===== src/rtl/deblock_mask_pkg.sv =====
package deblock_mask_pkg;

    typedef enum logic [1:0] {
        SPAN_NARROW = 2'd0,
        SPAN_MID    = 2'd1,
        SPAN_WIDE   = 2'd2,
        SPAN_RSVD   = 2'd3
    } span_e;

    typedef struct packed {
        logic vld;
        logic narrow;
        logic mid;
        logic wide;
        logic hev;
    } decide_t;

    localparam int ABS_MAXW = 16;

    // Unsigned distance, one bit wider than the operands.
    function automatic logic [ABS_MAXW:0] abs_gap(input logic [ABS_MAXW-1:0] a,
                                                  input logic [ABS_MAXW-1:0] b);
        return (a >= b) ? {1'b0, a - b} : {1'b0, b - a};
    endfunction

endpackage


===== src/rtl/deblock_limit_scale.sv =====
module deblock_limit_scale #(
    parameter int LIM_W = 8,
    parameter int DW    = 13
) (
    input  logic             deep_12b,
    input  logic [LIM_W-1:0] lim_edge,
    input  logic [LIM_W-1:0] lim_inner,
    input  logic [LIM_W-1:0] lim_hev,
    output logic [DW-1:0]    edge_s,
    output logic [DW-1:0]    inner_s,
    output logic [DW-1:0]    hev_s,
    output logic [DW-1:0]    flat_s
);
    localparam logic [2:0] SH_10B = 3'd2;
    localparam logic [2:0] SH_12B = 3'd4;

    logic [2:0] shift_d;

    always_comb begin
        shift_d = deep_12b ? SH_12B : SH_10B;
        edge_s  = DW'(lim_edge)  << shift_d;
        inner_s = DW'(lim_inner) << shift_d;
        hev_s   = DW'(lim_hev)   << shift_d;
        flat_s  = DW'(1)         << shift_d;
    end

endmodule


===== src/rtl/deblock_flat_group.sv =====
module deblock_flat_group
    import deblock_mask_pkg::*;
#(
    parameter int PIX_W = 12,
    parameter int N     = 3,
    parameter int DW    = 13
) (
    input  logic [PIX_W-1:0]   anchor,
    input  logic [N*PIX_W-1:0] samples,
    input  logic [DW-1:0]      flat_s,
    output logic               flat
);
    logic [N-1:0] near_d;

    for (genvar k = 0; k < N; k++) begin : g_cmp
        logic [ABS_MAXW:0] gap;
        assign gap       = abs_gap(ABS_MAXW'(anchor), ABS_MAXW'(samples[k*PIX_W +: PIX_W]));
        assign near_d[k] = (gap <= (ABS_MAXW+1)'(flat_s));
    end

    assign flat = &near_d;

endmodule


===== src/rtl/deblock_activity.sv =====
module deblock_activity
    import deblock_mask_pkg::*;
#(
    parameter int PIX_W = 12,
    parameter int DW    = 13
) (
    input  logic [4*PIX_W-1:0] p_near,
    input  logic [4*PIX_W-1:0] q_near,
    input  logic [DW-1:0]      edge_s,
    input  logic [DW-1:0]      inner_s,
    input  logic [DW-1:0]      hev_s,
    output logic               need,
    output logic               hev
);
    localparam int SW = ABS_MAXW + 3;

    logic [4*PIX_W-1:0] side_bus [2];
    logic [2:0]         inner_ok [2];
    logic [1:0]         steep;
    logic [ABS_MAXW:0]  gap_p0q0;
    logic [ABS_MAXW:0]  gap_p1q1;
    logic [SW-1:0]      edge_sum;

    assign side_bus[0] = p_near;
    assign side_bus[1] = q_near;

    for (genvar s = 0; s < 2; s++) begin : g_side
        for (genvar k = 0; k < 3; k++) begin : g_pair
            logic [ABS_MAXW:0] gap;
            assign gap = abs_gap(ABS_MAXW'(side_bus[s][(k+1)*PIX_W +: PIX_W]),
                                 ABS_MAXW'(side_bus[s][k*PIX_W +: PIX_W]));
            assign inner_ok[s][k] = (gap <= (ABS_MAXW+1)'(inner_s));
            if (k == 0) begin : g_hev
                assign steep[s] = (gap > (ABS_MAXW+1)'(hev_s));
            end
        end
    end

    assign gap_p0q0 = abs_gap(ABS_MAXW'(p_near[PIX_W-1:0]), ABS_MAXW'(q_near[PIX_W-1:0]));
    assign gap_p1q1 = abs_gap(ABS_MAXW'(p_near[2*PIX_W-1:PIX_W]),
                              ABS_MAXW'(q_near[2*PIX_W-1:PIX_W]));
    assign edge_sum = SW'({gap_p0q0, 1'b0}) + SW'(gap_p1q1 >> 1);

    assign need = (&inner_ok[0]) & (&inner_ok[1]) & (edge_sum <= SW'(edge_s));
    assign hev  = |steep;

endmodule


===== src/rtl/deblock_edge_decider.sv =====
module deblock_edge_decider
    import deblock_mask_pkg::*;
#(
    parameter int PIX_W   = 12,
    parameter int LIM_W   = 8,
    parameter int TAPS    = 8,
    parameter int REG_OUT = 1
) (
    input  logic                  clk,
    input  logic                  rst_n,
    input  logic                  in_valid,
    input  logic                  deep_12b,
    input  logic [1:0]            span_sel,
    input  logic [LIM_W-1:0]      lim_edge,
    input  logic [LIM_W-1:0]      lim_inner,
    input  logic [LIM_W-1:0]      lim_hev,
    input  logic [TAPS*PIX_W-1:0] p_side,
    input  logic [TAPS*PIX_W-1:0] q_side,
    output logic                  out_valid,
    output logic                  en_narrow,
    output logic                  en_mid,
    output logic                  en_wide,
    output logic                  hev_flag
);
    localparam int INNER = 4;
    localparam int OUTER = TAPS - INNER;
    localparam int DW    = PIX_W + 1;

    logic [DW-1:0] edge_s, inner_s, hev_s, flat_s;
    logic          need, hev_raw;
    logic [1:0]    flat_in_s, flat_out_s;
    logic          flat_in, flat_out;
    logic [TAPS*PIX_W-1:0] side_bus [2];
    decide_t       dec_d, dec_q;

    deblock_limit_scale #(.LIM_W(LIM_W), .DW(DW)) u_scale (
        .deep_12b (deep_12b),
        .lim_edge (lim_edge),
        .lim_inner(lim_inner),
        .lim_hev  (lim_hev),
        .edge_s   (edge_s),
        .inner_s  (inner_s),
        .hev_s    (hev_s),
        .flat_s   (flat_s)
    );

    deblock_activity #(.PIX_W(PIX_W), .DW(DW)) u_activity (
        .p_near (p_side[INNER*PIX_W-1:0]),
        .q_near (q_side[INNER*PIX_W-1:0]),
        .edge_s (edge_s),
        .inner_s(inner_s),
        .hev_s  (hev_s),
        .need   (need),
        .hev    (hev_raw)
    );

    assign side_bus[0] = p_side;
    assign side_bus[1] = q_side;

    for (genvar s = 0; s < 2; s++) begin : g_flat
        deblock_flat_group #(.PIX_W(PIX_W), .N(INNER-1), .DW(DW)) u_inner (
            .anchor (side_bus[s][PIX_W-1:0]),
            .samples(side_bus[s][INNER*PIX_W-1:PIX_W]),
            .flat_s (flat_s),
            .flat   (flat_in_s[s])
        );
        deblock_flat_group #(.PIX_W(PIX_W), .N(OUTER), .DW(DW)) u_outer (
            .anchor (side_bus[s][PIX_W-1:0]),
            .samples(side_bus[s][TAPS*PIX_W-1:INNER*PIX_W]),
            .flat_s (flat_s),
            .flat   (flat_out_s[s])
        );
    end

    assign flat_in  = &flat_in_s;
    assign flat_out = &flat_out_s;

    always_comb begin
        dec_d     = '0;
        dec_d.vld = in_valid;
        if (in_valid) begin
            dec_d.hev = hev_raw;
            case (span_e'(span_sel))
                SPAN_WIDE: begin
                    dec_d.wide   = need & flat_in & flat_out;
                    dec_d.mid    = need & flat_in & ~flat_out;
                    dec_d.narrow = need & ~flat_in;
                end
                SPAN_MID: begin
                    dec_d.mid    = need & flat_in;
                    dec_d.narrow = need & ~flat_in;
                end
                default: begin
                    dec_d.narrow = need;
                end
            endcase
        end
    end

    if (REG_OUT != 0) begin : g_reg
        always_ff @(posedge clk or negedge rst_n) begin
            if (!rst_n) begin
                dec_q <= '0;
            end else begin
                dec_q <= dec_d;
            end
        end
    end else begin : g_comb
        assign dec_q = dec_d;
    end

    assign out_valid = dec_q.vld;
    assign en_narrow = dec_q.narrow;
    assign en_mid    = dec_q.mid;
    assign en_wide   = dec_q.wide;
    assign hev_flag  = dec_q.hev;

endmodule


===== config.mk =====
export PLATFORM = sky130hd
export DESIGN_NAME = deblock_edge_decider
export DESIGN_NICKNAME = d
export VERILOG_FILES = /design/src/rtl/deblock_mask_pkg.sv /design/src/rtl/deblock_limit_scale.sv /design/src/rtl/deblock_flat_group.sv /design/src/rtl/deblock_activity.sv /design/src/rtl/deblock_edge_decider.sv
export SDC_FILE = /design/constraint.sdc
export NUM_CORES = 1
export LEC_CHECK = 0
export ABC_AREA = 0
export BUFFER_PORTS_ARGS = -buffer_cell sky130_fd_sc_hd__buf_2
export CAP_MARGIN = 25
export CORE_MARGIN = 5
export CORE_UTILIZATION = 65
export CTS_CLUSTER_DIAMETER = 150
export DETAILED_ROUTE_END_ITERATION = 8
export GPL_TIMING_DRIVEN = 0
export PLACE_DENSITY = 0.89
export SLEW_MARGIN = 5
export SYNTH_ARGS = -nofsm -noshare
export SYNTH_HDL_FRONTEND = slang
export SYNTH_HIERARCHICAL = 1
export SYNTH_SLANG_ARGS = --single-unit

===== constraint.sdc =====
create_clock -name clk -period 1 [get_ports clk]
set_clock_uncertainty 0.15 [all_clocks]
set_input_delay 0.05 -clock clk [delete_from_list [all_inputs] [get_ports clk]]
set_output_delay 0.05 -clock clk [all_outputs]
set_load 0.05 [all_outputs]

==> metrics.md <==
| Metric | Value |
|---|---|
| Status | `complete, but fails checks` |
| Failing checks | `setup timing` |
| Vias in the first global route | `32,500` |
| Total GRT Usage | `39.0%` |
| Fmax | `163 MHz` |
| Cell family with most CP delay | `compound AO/OA/AOI/OAI gates` |
| Synth Register Bits | `5` |
| Final instance area | `36,200 µm²` |
| Filler cells | `3,982` |
| Die width | `233 µm` |
| H-tree depth | `1` |
| Clock tree from TritonCTS | `yes` |
| Setup crit start kind | `input port` |
| Clk root buf | `clkbuf_16` |
| Site row count | `81` |
| Slew HR | `40.6%` |
| Tcrit/Tclk final | `614%` |
| Kind of critical path | `input port to flop` |
| Vias | `34,300` |
| Synth async-reset ratio | `100%` |
| Crit path largest cell delay | `460 ps` |
| Core Footprint | `~49,000 µm²` |
| Avg Cell Area, Syn | `7.57 µm²` |
| Worst path arrival time | `6140 ps` |
| Vias/cell | `6.56` |
| Clock buffer count from CTS | `3` |
| First-pass GRT wire length | `172 mm` |
| Worst Setup SP | `q_side[20]` |
| P&R area growth vs syn | `12.2%` |
| Clk slew on worst S/H paths | `30 ps` |
| Pwr dens | `942 nW/µm²` |
| Data required, critical path | `1000 ps` |
| Drt drc | `0` |
| Setup slack at placement | `-6620 ps` |
| Fin crit period | `6140 ps` |
| Wire length per cell | `21.8 µm` |
| Crit. End Element | `flop` |
| Final Total Pwr | `0.0341 W` |
| Synth unique cells | `118` |
| Leak | `roughly 19 nW` |
| CTS sink cnt | `5` |
| Register area share after synthesis | `less than 1%` |
| First DRT Iteration DRCs | `~3,700` |
| Syn. warnings | `6` |
| Top_reg_cell synth | `dfrtp_1` |
| CP max-delay cell | `fa_2` |
| Die area | `54,200 µm²` |
| Largest net degree at the start of global routing | `22` |
| CTS max path bufs | `2` |
| Slew Viols, Final | `0` |
| Die Ht | `~230 µm` |
| Initial Util | `between 60 and 70%` |
| Worst hold path type | `input port to asynchronous set/reset pin` |
| DPL Wire Length | `89.0 mm` |
| Least-Margin Pin Slew | `890 ps` |
| Hold WS | `about 28 ps` |
| Final wirelength | `114 mm` |
| CP bufs+invs | `5` |
| Critical path depth | `31` |
| Post-route setup slack | `-5140 ps` |
| Final net count | `5,648` |
| Final estimated routing congestion in global placement | `1.04` |
| Initial antenna violation count | `4` |
| Gate Count Post-Synth | `4,264` |
| Post-synth EDFFs | `0` |
| Port Buffers | `226` |
| Post-route antenna net violation count | `0` |
| Share of layout cells above drive strength 1 | `15.1%` |
| Synthesized area | `32,300 µm²` |
| RSZ-0062 raised after global routing | `yes` |
| Max Cap Viol | `0` |
| Critical path peak fanout | `8` |
| Final hold vios | `0` |
| Peak VDD IR | `around 1300 µV` |
| Num ports | `227` |
| Grt total ovfl | `0` |
| Placed cell areas | `34,400 µm²` |
| Drt first pass iters | `8` |
| Setup violations, final | `4` |
power by group:
group	total (W)	switching [W]	internal [W]
clock network	0.000661	0.000133	0.000528
registers	0.000214	0.00000272	0.000211
logic	0.0332	0.0190	0.0142
total	0.0341	0.0191	0.0149
layout by cell type (no fill, tap or decap), drive strengths merged, types with 57 or more instances in the layout:
master / netlist / final
nor2b: 82 / 82
a21oi: 430 / 430
xnor2: 138 / 138
a21o: 279 / 279
xor2: 80 / 80
mux2: 77 / 77
ha: 821 / 821
mux2i: 131 / 131
inv: 525 / 520
nand4: 121 / 121
buf: 108 / 392
nand3: 69 / 69
nand2: 203 / 203
o21ai: 214 / 214
nor3: 62 / 62
clkbuf: 68 / 57
nor2: 183 / 183
registers in the layout, summed over array words and instances (netlist names):
name,flops
en_mid,1
out_valid,1
hev_flag,1
en_narrow,1
en_wide,1
area by class of cell:
class,count,area (µm²),area share (%)
Sequential cell,5,125,0.346
Buffer,157,935,2.58
Timing Repair Buffer,291,2090,5.78
Tap cell,664,831,2.30
Inverter,526,2040,5.63
Multi-Input combinational cell,3576,30100,83.1
Antenna cell,2,5.00,0.0138
Clock buffer,4,78.8,0.218
cells in the mapped netlist, types with 80 or more instances:
cell type,n,share of area (%)
mux2i_1,129,4.0
nor2_1,179,2.1
o21ai_0,184,2.9
inv_1,523,6.1
xor2_1,80,2.2
a21o_1,279,6.5
a21oi_1,419,6.5
ha_1,821,32
xnor2_1,138,3.7
nand2_1,201,2.3
nand4_1,120,2.3
nor2b_1,82,1.6
worst paths after layout:
kind / to / slack, ps
min in group clk: en_mid / 150
worst max-delay path: en_wide / -5140
worst min-delay path: en_wide / 30
max in group asynchronous: hev_flag / 540
kinds of logic after synthesis:
| logic type | synth area share, % |
|---|---|
| flip-flops | 0.388 |
| other | 0.0116 |
| AND/OR/NAND/NOR | 14.6 |
| AO/OA/AOI/OAI | 28.3 |
| buffers and inverters | 9.09 |
| XOR/XNOR | 5.92 |
| adder cells (fa/ha/maj) | 34.6 |
| multiplexers | 7.07 |
repair_timing:
action | CTS | global route
hold endpoints to repair | 10 | 3
setup endpoints to repair | 6 | 7
buffers inserted | 41 | 20
hold buffers | 1 | 1
pin swaps | 33 | 46
gates cloned | 1 | 0
resized for setup | 206 | 95
per-stage QoR:
stage	util (%)	setup TNS (ps)	cells
after floorplan	-	-15680	4283
after global placement	70.2	-24130	5173
after detailed placement	70.2	-24440	5173
after CTS	72.5	-17970	5207
after global routing	73.8	-19510	5224
final	73.8	-19080	5225
per-layer routing:
layer	up-vias	GRT usage (%)	share of wire, %
li1	15900	-	-
met1	15800	50.2	39
met3	543	6.16	10
met5	-	0	0.030
met2	2005	61.6	43
met4	6	23.3	7.4
No activity file was read; power rests on OpenSTA's default activity.
